File: config.mk
export PLATFORM = sky130hd
export DESIGN_NAME = gpio_bank_ctrl
export DESIGN_NICKNAME = d
export VERILOG_FILES = /design/src/rtl/gpio_bank_pkg.sv /design/src/rtl/gpio_reg_word.sv /design/src/rtl/gpio_in_sync.sv /design/src/rtl/gpio_evt_word.sv /design/src/rtl/gpio_bank_ctrl.sv
export SDC_FILE = /design/constraint.sdc
export NUM_CORES = 1
export LEC_CHECK = 0
export BUFFER_PORTS_ARGS = -buffer_cell sky130_fd_sc_hd__buf_2
export CORE_ASPECT_RATIO = 0.9
export CORE_MARGIN = 5
export CORE_UTILIZATION = 30
export CTS_CLUSTER_SIZE = 16
export DETAILED_ROUTE_END_ITERATION = 16
export GPL_TIMING_DRIVEN = 0
export SETUP_SLACK_MARGIN = 0.4
export SLEW_MARGIN = 25
export SYNTH_ARGS = -nofsm -noshare
export SYNTH_HDL_FRONTEND = slang
export SYNTH_SLANG_ARGS = --single-unit
File: constraint.sdc
create_clock -name clk -period 5.5 [get_ports clk]
set_clock_uncertainty 0.2 [all_clocks]
set_input_delay 0.55 -clock clk [delete_from_list [all_inputs] [get_ports clk]]
set_output_delay 0.55 -clock clk [all_outputs]
set_load 0.005 [all_outputs]
File: src/rtl/gpio_bank_pkg.sv
package gpio_bank_pkg;
   localparam int unsigned WORD_W    = 32;
   localparam int unsigned MAX_PINS  = 96;
   localparam int unsigned ADDR_W    = 7;
   localparam int unsigned NUM_CFG   = 5;
   localparam int unsigned NUM_BANKS = 6;

   typedef enum logic [2:0] {
      BK_OE  = 3'd0,
      BK_DRV = 3'd1,
      BK_IEN = 3'd2,
      BK_POL = 3'd3,
      BK_TYP = 3'd4,
      BK_STA = 3'd5
   } bank_e;

   // bits of register word 'word' that correspond to implemented pins
   function automatic logic [WORD_W-1:0] impl_mask(input int unsigned pins,
                                                   input int unsigned word);
      logic [WORD_W-1:0] m;
      m = '0;
      for (int unsigned i = 0; i < WORD_W; i++)
         m[i] = ((word * WORD_W + i) < pins);
      return m;
   endfunction
endpackage

File: src/rtl/gpio_reg_word.sv
module gpio_reg_word #(
   parameter int unsigned      WIDTH = 32,
   parameter logic [WIDTH-1:0] MASK  = '1
) (
   input  logic             clk,
   input  logic             rst_n,
   input  logic             we,
   input  logic [WIDTH-1:0] wdata,
   output logic [WIDTH-1:0] q
);
   always_ff @(posedge clk) begin
      if (!rst_n)  q <= '0;
      else if (we) q <= wdata & MASK;
   end
endmodule

File: src/rtl/gpio_in_sync.sv
module gpio_in_sync #(
   parameter int unsigned WIDTH = 96
) (
   input  logic             clk,
   input  logic             rst_n,
   input  logic [WIDTH-1:0] raw,
   output logic [WIDTH-1:0] cur,
   output logic [WIDTH-1:0] prev
);
   logic [WIDTH-1:0] meta_q, cur_q, prev_q;

   always_ff @(posedge clk) begin
      if (!rst_n) begin
         meta_q <= '0;
         cur_q  <= '0;
         prev_q <= '0;
      end else begin
         meta_q <= raw;
         cur_q  <= meta_q;
         prev_q <= cur_q;
      end
   end

   assign cur  = cur_q;
   assign prev = prev_q;
endmodule

File: src/rtl/gpio_evt_word.sv
module gpio_evt_word #(
   parameter int unsigned      WIDTH = 32,
   parameter logic [WIDTH-1:0] MASK  = '1
) (
   input  logic             clk,
   input  logic             rst_n,
   input  logic [WIDTH-1:0] cur,
   input  logic [WIDTH-1:0] prev,
   input  logic [WIDTH-1:0] pol,
   input  logic [WIDTH-1:0] typ,
   input  logic [WIDTH-1:0] clr,
   output logic [WIDTH-1:0] sta
);
   for (genvar i = 0; i < WIDTH; i++) begin : g_bit
      if (MASK[i]) begin : g_pin
         logic q_now, q_old, evt, sta_q;
         assign q_now = cur[i] ^ pol[i];
         assign q_old = prev[i] ^ pol[i];
         assign evt   = q_now & ~q_old;

         always_ff @(posedge clk) begin
            if (!rst_n)      sta_q <= 1'b0;
            else if (typ[i]) sta_q <= (sta_q & ~clr[i]) | evt;
            else             sta_q <= q_now;
         end
         assign sta[i] = sta_q;

         AST_EDGE_HOLD: assert property (@(posedge clk) disable iff (!rst_n)
            (typ[i] && sta_q && !clr[i]) |=> sta_q);
         AST_SET_WINS: assert property (@(posedge clk) disable iff (!rst_n)
            (typ[i] && evt) |=> sta_q);
         AST_LEVEL_ON: assert property (@(posedge clk) disable iff (!rst_n)
            (!typ[i] && q_now) |=> sta_q);
         AST_LEVEL_OFF: assert property (@(posedge clk) disable iff (!rst_n)
            (!typ[i] && !q_now) |=> !sta_q);
      end else begin : g_none
         logic unused_bits;
         assign unused_bits = ^{cur[i], prev[i], pol[i], typ[i], clr[i]};
         assign sta[i] = 1'b0;
      end
   end
endmodule

File: src/rtl/gpio_bank_ctrl.sv
module gpio_bank_ctrl
   import gpio_bank_pkg::*;
#(
   parameter int unsigned NUM_PINS = 67
) (
   input  logic                clk,
   input  logic                rst_n,
   input  logic                bus_sel,
   input  logic                bus_wr,
   input  logic [ADDR_W-1:0]   bus_addr,
   input  logic [WORD_W-1:0]   bus_wdata,
   output logic [WORD_W-1:0]   bus_rdata,
   input  logic [NUM_PINS-1:0] pin_in,
   output logic [NUM_PINS-1:0] pin_out,
   output logic [NUM_PINS-1:0] pin_oe,
   output logic                irq_out
);
   localparam int unsigned NWORDS = (NUM_PINS + WORD_W - 1) / WORD_W;
   localparam int unsigned PW     = NWORDS * WORD_W;

   if (NUM_PINS < 1 || NUM_PINS > MAX_PINS) begin : g_bad_pins
      $error("gpio_bank_ctrl: NUM_PINS out of range");
   end

   logic [2:0] bank;
   logic [1:0] widx;
   logic       hit;
   assign bank = bus_addr[6:4];
   assign widx = bus_addr[3:2];
   assign hit  = (bus_addr[1:0] == 2'b00) && (bank <= BK_STA) &&
                 ({30'd0, widx} < NWORDS);

   logic [NUM_CFG-1:0][PW-1:0] cfg_q;
   logic [PW-1:0] pin_pad, sync_cur, sync_prev, sta_all;
   logic [WORD_W-1:0] rd_word [NUM_BANKS][NWORDS];

   assign pin_pad = PW'(pin_in);

   gpio_in_sync #(.WIDTH(PW)) u_sync (
      .clk(clk), .rst_n(rst_n), .raw(pin_pad),
      .cur(sync_cur), .prev(sync_prev)
   );

   for (genvar w = 0; w < NWORDS; w++) begin : g_word
      localparam logic [WORD_W-1:0] WMASK = impl_mask(NUM_PINS, w);

      for (genvar b = 0; b < NUM_CFG; b++) begin : g_cfg
         logic we_b;
         assign we_b = bus_sel && bus_wr && hit &&
                       (bank == 3'(b)) && (widx == 2'(w));
         gpio_reg_word #(.WIDTH(WORD_W), .MASK(WMASK)) u_reg (
            .clk(clk), .rst_n(rst_n), .we(we_b), .wdata(bus_wdata),
            .q(cfg_q[b][w*WORD_W +: WORD_W])
         );
         if (b == int'(BK_DRV)) begin : g_pad_rd
            assign rd_word[b][w] = sync_cur[w*WORD_W +: WORD_W];
         end else begin : g_cfg_rd
            assign rd_word[b][w] = cfg_q[b][w*WORD_W +: WORD_W];
         end
      end

      logic              we_sta;
      logic [WORD_W-1:0] clr_w;
      assign we_sta = bus_sel && bus_wr && hit &&
                      (bank == BK_STA) && (widx == 2'(w));
      assign clr_w  = we_sta ? bus_wdata : '0;

      gpio_evt_word #(.WIDTH(WORD_W), .MASK(WMASK)) u_evt (
         .clk  (clk),
         .rst_n(rst_n),
         .cur  (sync_cur [w*WORD_W +: WORD_W]),
         .prev (sync_prev[w*WORD_W +: WORD_W]),
         .pol  (cfg_q[BK_POL][w*WORD_W +: WORD_W]),
         .typ  (cfg_q[BK_TYP][w*WORD_W +: WORD_W]),
         .clr  (clr_w),
         .sta  (sta_all[w*WORD_W +: WORD_W])
      );
      assign rd_word[BK_STA][w] = sta_all[w*WORD_W +: WORD_W] & WMASK;
   end

   always_comb begin
      bus_rdata = '0;
      for (int b = 0; b < int'(NUM_BANKS); b++)
         for (int w = 0; w < int'(NWORDS); w++)
            if (hit && bank == 3'(b) && widx == 2'(w))
               bus_rdata = rd_word[b][w];
   end

   assign pin_oe  = cfg_q[BK_OE][NUM_PINS-1:0];
   assign pin_out = cfg_q[BK_DRV][NUM_PINS-1:0];
   assign irq_out = |(sta_all & cfg_q[BK_IEN]);

   AST_CFG_HOLD: assert property (@(posedge clk) disable iff (!rst_n)
      !(bus_sel && bus_wr) |=> $stable(cfg_q));
   AST_IRQ_NEEDS_EN: assert property (@(posedge clk) disable iff (!rst_n)
      irq_out |-> (|cfg_q[BK_IEN]));
endmodule

==> results by group, run 1 <==
Status
  – Status: finished clean

Global route
  – Vias in the first global route: 24.35k
  – Initial antenna violation count: 6
  – Pin count of the biggest net entering global routing: 14
  – Wire length of the first global-routing pass: 182700 um
  – Grt ovf: 0
  – Gr usage total: 25.76%

Clock network
  – Worst-case clock buffer depth: 3
  – Clock sinks: 603
  – Postcts setup bufs: 0
  – Clock transition at path regs: 0.06 ns
  – CTS buffer count: 68
  – H-tree levels: 3
  – CTS tree: yes
  – Post-CTS sizing: 0
  – Count of hold-fix buffers inserted at cts: 67
  – Root buffer cell: clkbuf_16
  – Clock Latency Late Sink: 0.63 ns

Power
  – Reg power frac: 46.2%
  – Logic pwr share: 6.7%
  – Pwr Density: 292.5 mW/mm^2
  – Psw: 2.461 mW
  – Tot Pwr: 9.772 mW
  – Int Power: 7.310 mW
  – VDD IR-drop max: 0.1912 mV
  – Cell leakage power: 13.02 nW
  – Clk pwr share: 47.1%
  – Net Sw Frac: 25.19%

Place
  – Setup WS pre-CTS: 0.8714 ns
  – Routability cong.: 1.027
  – Post-DP HPWL: 99210 um
  – Input/output buffers: 267

Flow run
  – Max cap viols: 0

Drt
  – Vias per cell: 5.277
  – Antenna-violating nets left: 0
  – Wire per inst: 26.85 um
  – DRC: 0
  – Via count: 25.96k
  – 1st-iter DRT viols: 2809
  – Pre-antenna DRT Iters: 7
  – DRT Wirelength: 132100 um

STA
  – Final Cycle Share: 88.22%
  – RSZ-0062 raised after global routing: no
  – Setup TNS: 0 ns
  – Peak Freq: 0.2061 GHz
  – Final WS setup: 0.6481 ns
  – Hold WS: 0.1224 ns
  – Slew HR: 21.37%
  – Fin crit period: 4.852 ns
  – Fin. max-slew vios: 0
  – Final setup viols: 0
  – Hold Vio Cnt, Final: 0
  – Worst slew pin tran: 1.179 ns

Critical path
  – Top delay family on crit path: buffers and inverters
  – Critical path type: in2out
  – Slowest CP cell: clkbuf_1
  – Worst Setup Start Kind: input pin
  – CP required: 4.75 ns
  – Worst Path Buf+Inv: 5
  – Data arrival time of the critical path: 4.10 ns
  – CP Cell Sequence: buf_2, nor2b_1, clkbuf_1, nand3_1, clkbuf_1, clkbuf_1, o221ai_1, o22ai_1, buf_2
  – Maximum fanout along the worst path: 10
  – Top cell by count, worst path: clkbuf_1
  – Endpoint class of the critical path: output pin
  – Crit path largest cell delay: 0.82 ns

Synth
  – Number of distinct library cells after synthesis: 72
  – Async S/R FF share, synth: 0%
  – Flops & latches, synth: 603
  – Sequential-to-total area share from yosys stat: 43.73%
  – Cell Area, Synth: 0.02761 sq mm
  – Syn_nets: 3340
  – Yosys warnings: 0
  – Cells after Synth: 3230
  – Ys flop type: dfxtp_1
  – Number of synthesized flops with an enable pin: 0
  – Post-synthesis area per instance: 8.547 sq um

Die
  – Ports: 277
  – FP Rows: 105
  – Starting Density: 30.28%
  – Die Wd: 329.8 um
  – Core area: 0.09117 sq mm
  – Die height: 297.8 um
  – Die footprint: 0.09819 sq mm

Layout
  – NumNets Final: 3745
  – Synth-to-Final Area Change: 21.01%
  – Share of cells above drive strength 1: 17.74%
  – Final core utilization: 36.64%

Min path
  – Hold Path Class: in2reg
## placed cells by master (no fill, tap or decap), types with 8 or more instances in the layout
cell type      instances
and2_1               204
a21o_1                15
a22o_1                28
a2111oi_0             16
nor3_1                37
dfxtp_1              603
mux2i_1               56
a21boi_1              80
a21oi_1              168
clkinv_2              11
xor2_1                65
o221ai_1              16
o22ai_1               45
diode_2                9
buf_2                334
a221o_1               13
nor2_1                33
clkbuf_1             189
o21ai_0               41
o2111ai_1             15
clkbuf_16             69
nand3_1               46
inv_1                  8
a211o_1               15
nor2b_1               20
a22oi_1               26
xnor2_1               64
dlygate4sd3_1         67
o2111a_1              13
a221oi_1              28
a21boi_0             243
o21a_1                68
buf_4                136
a21oi_2               30
nand2_1              757
clkbuf_8              11
## cell usage after synthesis (39+ instances only)
cell type,instances,share of area (%)
a21boi_0,243,6.6
dfxtp_1,603,44
o22ai_1,45,1.0
o21ai_0,41,0.74
a21boi_1,80,2.2
and2_1,204,4.6
nor3_1,39,0.71
mux2i_1,56,2.0
clkbuf_1,183,2.5
nand3_1,46,0.83
xor2_1,65,2.1
a21oi_1,168,3.0
o21a_1,68,1.8
buf_2,66,1.2
buf_4,136,3.7
nand2_1,757,10
xnor2_1,64,2.0
## power groups by stage
stage	clock, mW	sequential [mW]	combinational, mW
floorplan	0	4.57	0.308
global placement	0	4.61	0.600
detailed placement	0	4.61	0.601
CTS	4.62	4.51	0.642
global route	4.80	4.52	0.680
finish	4.60	4.51	0.656
## sequential cells by signal, indices dropped and copies added, names as in the netlist
signal,flops
g_word.g_cfg.u_reg.q,335
g_word.u_evt.g_bit.g_pin.sta_q,67
u_sync.cur,67
u_sync.meta_q,67
u_sync.prev,67
## area by class of cell
class	instances	area (sq um)
fill	9597	57770
multi-input combinational	2223	13380
sequential	603	12070
buffer	396	2160
timing repair buffer	335	2012
clock buffer	93	1927
tap	1230	1539
clock inverter	22	260.3
inverter	8	30.03
antenna	9	22.52
## metrics by stage
stage,cells,instance area [sq um]
floorplan,3230,27610
global placement,4727,30480
detailed placement,4728,30520
CTS,4910,33380
global route,4910,33380
finish,4919,33410
## worst min-delay path, delay by kind of cell
kind / cells / cell delay (ns)
compound gates: 2 / 0.23
buf+inv: 1 / 0.13
## layer usage
layer  GRT usage [%]  vias to the layer above  share of wire, %
li1                -                    11690                 -
met2           39.68                     1381                43
met5               0                        -                 0
met1           34.57                    12560                42
met4           11.35                        0               5.0
met3           5.790                      331               9.8
## path summary, 6_finish.rpt
path | end | cells after the start | slack (ns) | startpoint
min reg2reg | u_sync.cur[26]$_SDFF_PN0_ | 1 | 0.23 | u_sync.meta_q[26]$_SDFF_PN0_
max | bus_rdata[20] | 9 | 0.65 | bus_addr[6]
min | g_word[1].u_evt.g_bit[3].g_pin.sta_q$_SDFF_PN0_ | 3 | 0.12 | bus_wdata[3]
max reg2reg | g_word[2].u_evt.g_bit[2].g_pin.sta_q$_SDFF_PN0_ | 4 | 4.15 | g_word[2].g_cfg[4].u_reg.q[2]$_SDFFE_PN0P_
## cells by family (layout without fill, tap and decap cells)
family                    after synthesis  count (layout)  synth area share (%)
DFF                                   603             603                 43.73
xor gates and xnor gates              129             129                 4.093
muxes                                  62              62                 2.275
buffers and inverters                 404             854                 7.900
other                                   0               9                     0
and+or+nand+nor                      1149            1149                 19.06
AOI/OAI and AO/OA                     883             883                 22.94
Note: power is estimated with default switching activity, not from simulation.
==> inputs of run 2 (changes only) <==
--- a/config.mk
+++ b/config.mk
@@ -5,10 +5,10 @@
 export SDC_FILE = /design/constraint.sdc
 export NUM_CORES = 1
 export LEC_CHECK = 0
-export BUFFER_PORTS_ARGS = -buffer_cell sky130_fd_sc_hd__buf_2
+export BUFFER_PORTS_ARGS = -buffer_cell sky130_fd_sc_hd__clkbuf_2
 export CORE_ASPECT_RATIO = 0.9
 export CORE_MARGIN = 5
-export CORE_UTILIZATION = 30
+export CORE_UTILIZATION = 38
 export CTS_CLUSTER_SIZE = 16
 export DETAILED_ROUTE_END_ITERATION = 16
 export GPL_TIMING_DRIVEN = 0
==> run 2 against run 1 <==
Die area decreased by 20%. Combinational power decreased by 1%. First-iteration DRC count rose by 13%. Clock power is 1% higher. Critical path type unchanged. Utilization increased by 9.5 points. Final area is 0.92% lower. Worst hold slack got worse by 0.036 ns. Sequential power barely moved.
==> results by group, run 2 (synthesized netlist as in run 1, its figures left out) <==
Status
  – Status: finished clean

Die
  – FP Rows: 93
  – Die Wd: 294.1 um
  – Starting Density: 38.45%
  – Die height: 265.7 um
  – Core area: 0.07180 sq mm
  – Die footprint: 0.07814 sq mm
  – Ports: 277

STA
  – Fin. max-slew vios: 0
  – Worst slew pin tran: 1.209 ns
  – Final Cycle Share: 80.93%
  – Setup TNS: 0 ns
  – Final setup viols: 0
  – Final WS setup: 1.049 ns
  – Peak Freq: 0.2247 GHz
  – Hold Vio Cnt, Final: 0
  – Fin crit period: 4.451 ns
  – RSZ-0062 raised after global routing: no
  – Slew HR: 19.43%

Critical path
  – R2R depth: 4
  – Top cell by count, worst path: buf_2
  – Endpoint class of the critical path: output pin
  – Reg2reg start: g_word[2].g_cfg[4].u_reg.q[2]$_SDFFE_PN0P_
  – Data arrival time of the critical path: 3.70 ns
  – Slowest CP cell: nand3_1
  – CP Cell Sequence: buf_2, buf_2, buf_2, nand3_1, clkbuf_1, o22ai_1, a221oi_1, o22ai_1, clkbuf_2
  – CP startpoint: bus_addr[4]
  – R2R Setup Slk: 4.14 ns
  – Worst R2R End: g_word[2].u_evt.g_bit[2].g_pin.sta_q$_SDFF_PN0_
  – Worst Setup Start Kind: input pin
  – CP required: 4.75 ns
  – Crit path largest cell delay: 0.66 ns
  – Critical path type: in2out
  – Maximum fanout along the worst path: 10

Global route
  – Initial antenna violation count: 10
  – Pin count of the biggest net entering global routing: 14
  – Vias in the first global route: 24.24k
  – Gr usage total: 31.06%
  – Grt ovf: 0
  – Wire length of the first global-routing pass: 176500 um

Layout
  – Most flops, register: g_word.g_cfg.u_reg.q
  – Cell area after layout: 0.03310 sq mm
  – FF/Latch Area: 0.01207 sq mm
  – Most common cell after layout, fill and taps aside: nand2_1
  – Area of the multi-input gates: 0.01338 sq mm
  – Share of cells above drive strength 1: 17.72%
  – Max reg flops: 335
  – Fillers: 7203
  – Final core utilization: 46.10%
  – NumNets Final: 3745
  – Synth-to-Final Area Change: 19.90%
  – Most frequent cells in the layout: 757 x nand2_1, 603 x dfxtp_1, 272 x clkbuf_2, 243 x a21boi_0, 204 x and2_1

Place
  – Routability cong.: 1.032
  – Setup WS pre-CTS: 1.151 ns
  – Post-DP HPWL: 93440 um
  – Input/output buffers: 267
  – Area after DPL: 0.03017 sq mm

Clock network
  – Worst-case clock buffer depth: 3
  – CTS tree: yes
  – H-tree levels: 3
  – Clock sinks: 603
  – Root buffer cell: clkbuf_16
  – Post-CTS sizing: 0
  – Clock transition at path regs: 0.06 ns
  – Clock Latency Late Sink: 0.63 ns
  – CTS buffer count: 67

Min path
  – WHS Endpoint: g_word[1].u_evt.g_bit[15].g_pin.sta_q$_SDFF_PN0_
  – Hold Crit Start: bus_wdata[15]
  – Hold Path Class: in2reg
  – Hold depth: 3

Power
  – Tot Pwr: 9.819 mW
  – Pwr Density: 296.7 mW/mm^2
  – Cell leakage power: 12.90 nW
  – VDD IR-drop max: 0.2119 mV

Flow run
  – Max cap viols: 0

Drt
  – DRT Wirelength: 126900 um
  – Wire per inst: 27.35 um
  – Vias per cell: 5.610
  – DRC: 0
  – Via count: 26.03k
  – 1st-iter DRT viols: 3182
  – Antenna-violating nets left: 0
  – Pre-antenna DRT Iters: 8
run 2: changes by cell type in the layout (fill, tap and decap cells not counted), moves of 2 or more:
cell / before / now
clkbuf_1: 189 / 195
clkinvlp_4: 2 / 0
diode_2: 9 / 6
clkinv_2: 11 / 9
buf_2: 334 / 67
clkbuf_8: 11 / 14
clkbuf_2: 7 / 272
run 2: routing by layer:
layer  part of all wire, %  up-vias  GRT usage [%]
li1                      -    11700              -
met1                    42    12490          42.32
met2                    43     1521          46.85
met3                    11      319          7.651
met4                   5.2        6          13.79
met5                 0.027        -              0
run 2: final cells by class:
type	count	area share, %
multi-input cells	2223	40.43
flip-flops and latches	603	36.47
plain buffers	396	6.517
repair buffers	336	6.101
clock buffers	101	6.067
well taps	950	3.591
clock inverters	18	0.6880
inverters	8	0.09073
diodes	6	0.04536
run 2: worst max-delay path by stage:
stage / end
2_1_floorplan: bus_rdata[13]
3_3_place_gp: bus_rdata[8]
3_5_place_dp: bus_rdata[26]
4_1_cts: bus_rdata[26]
5_1_grt: bus_rdata[26]
6_report: bus_rdata[26]
run 2: critical path: cells and delay by family:
| kind | cells | cell delay, ns |
|---|---|---|
| buffers and inverters | 5 | 1.72 |
| AO/OA/AOI/OAI | 3 | 0.76 |
| AND/OR/NAND/NOR | 1 | 0.66 |
run 2: what timing repair did:
item / 4_1_cts / 5_1_grt
buffers inserted: 0 / 0
setup endpoints to repair: 0 / 0
hold buffers: 67 / 0
endpoints found under the hold margin: 67 / 0
run 2: through the flow:
stage                     hold WS, ns  std cells
after CTS                     0.06829       4635
final                         0.08637       4641
after global placement         0.2137       4447
after detailed placement       0.2169       4449
after floorplan                0.2119       3230
after global routing           0.1007       4635
run 2: report_power, final:
group	leakage (nW)	internal, mW	switching [mW]
Combinational	6.90	0.218	0.429
Sequential	4.90	4.44	0.0695
Clock	1.10	2.72	1.94
Total	12.9	7.38	2.44
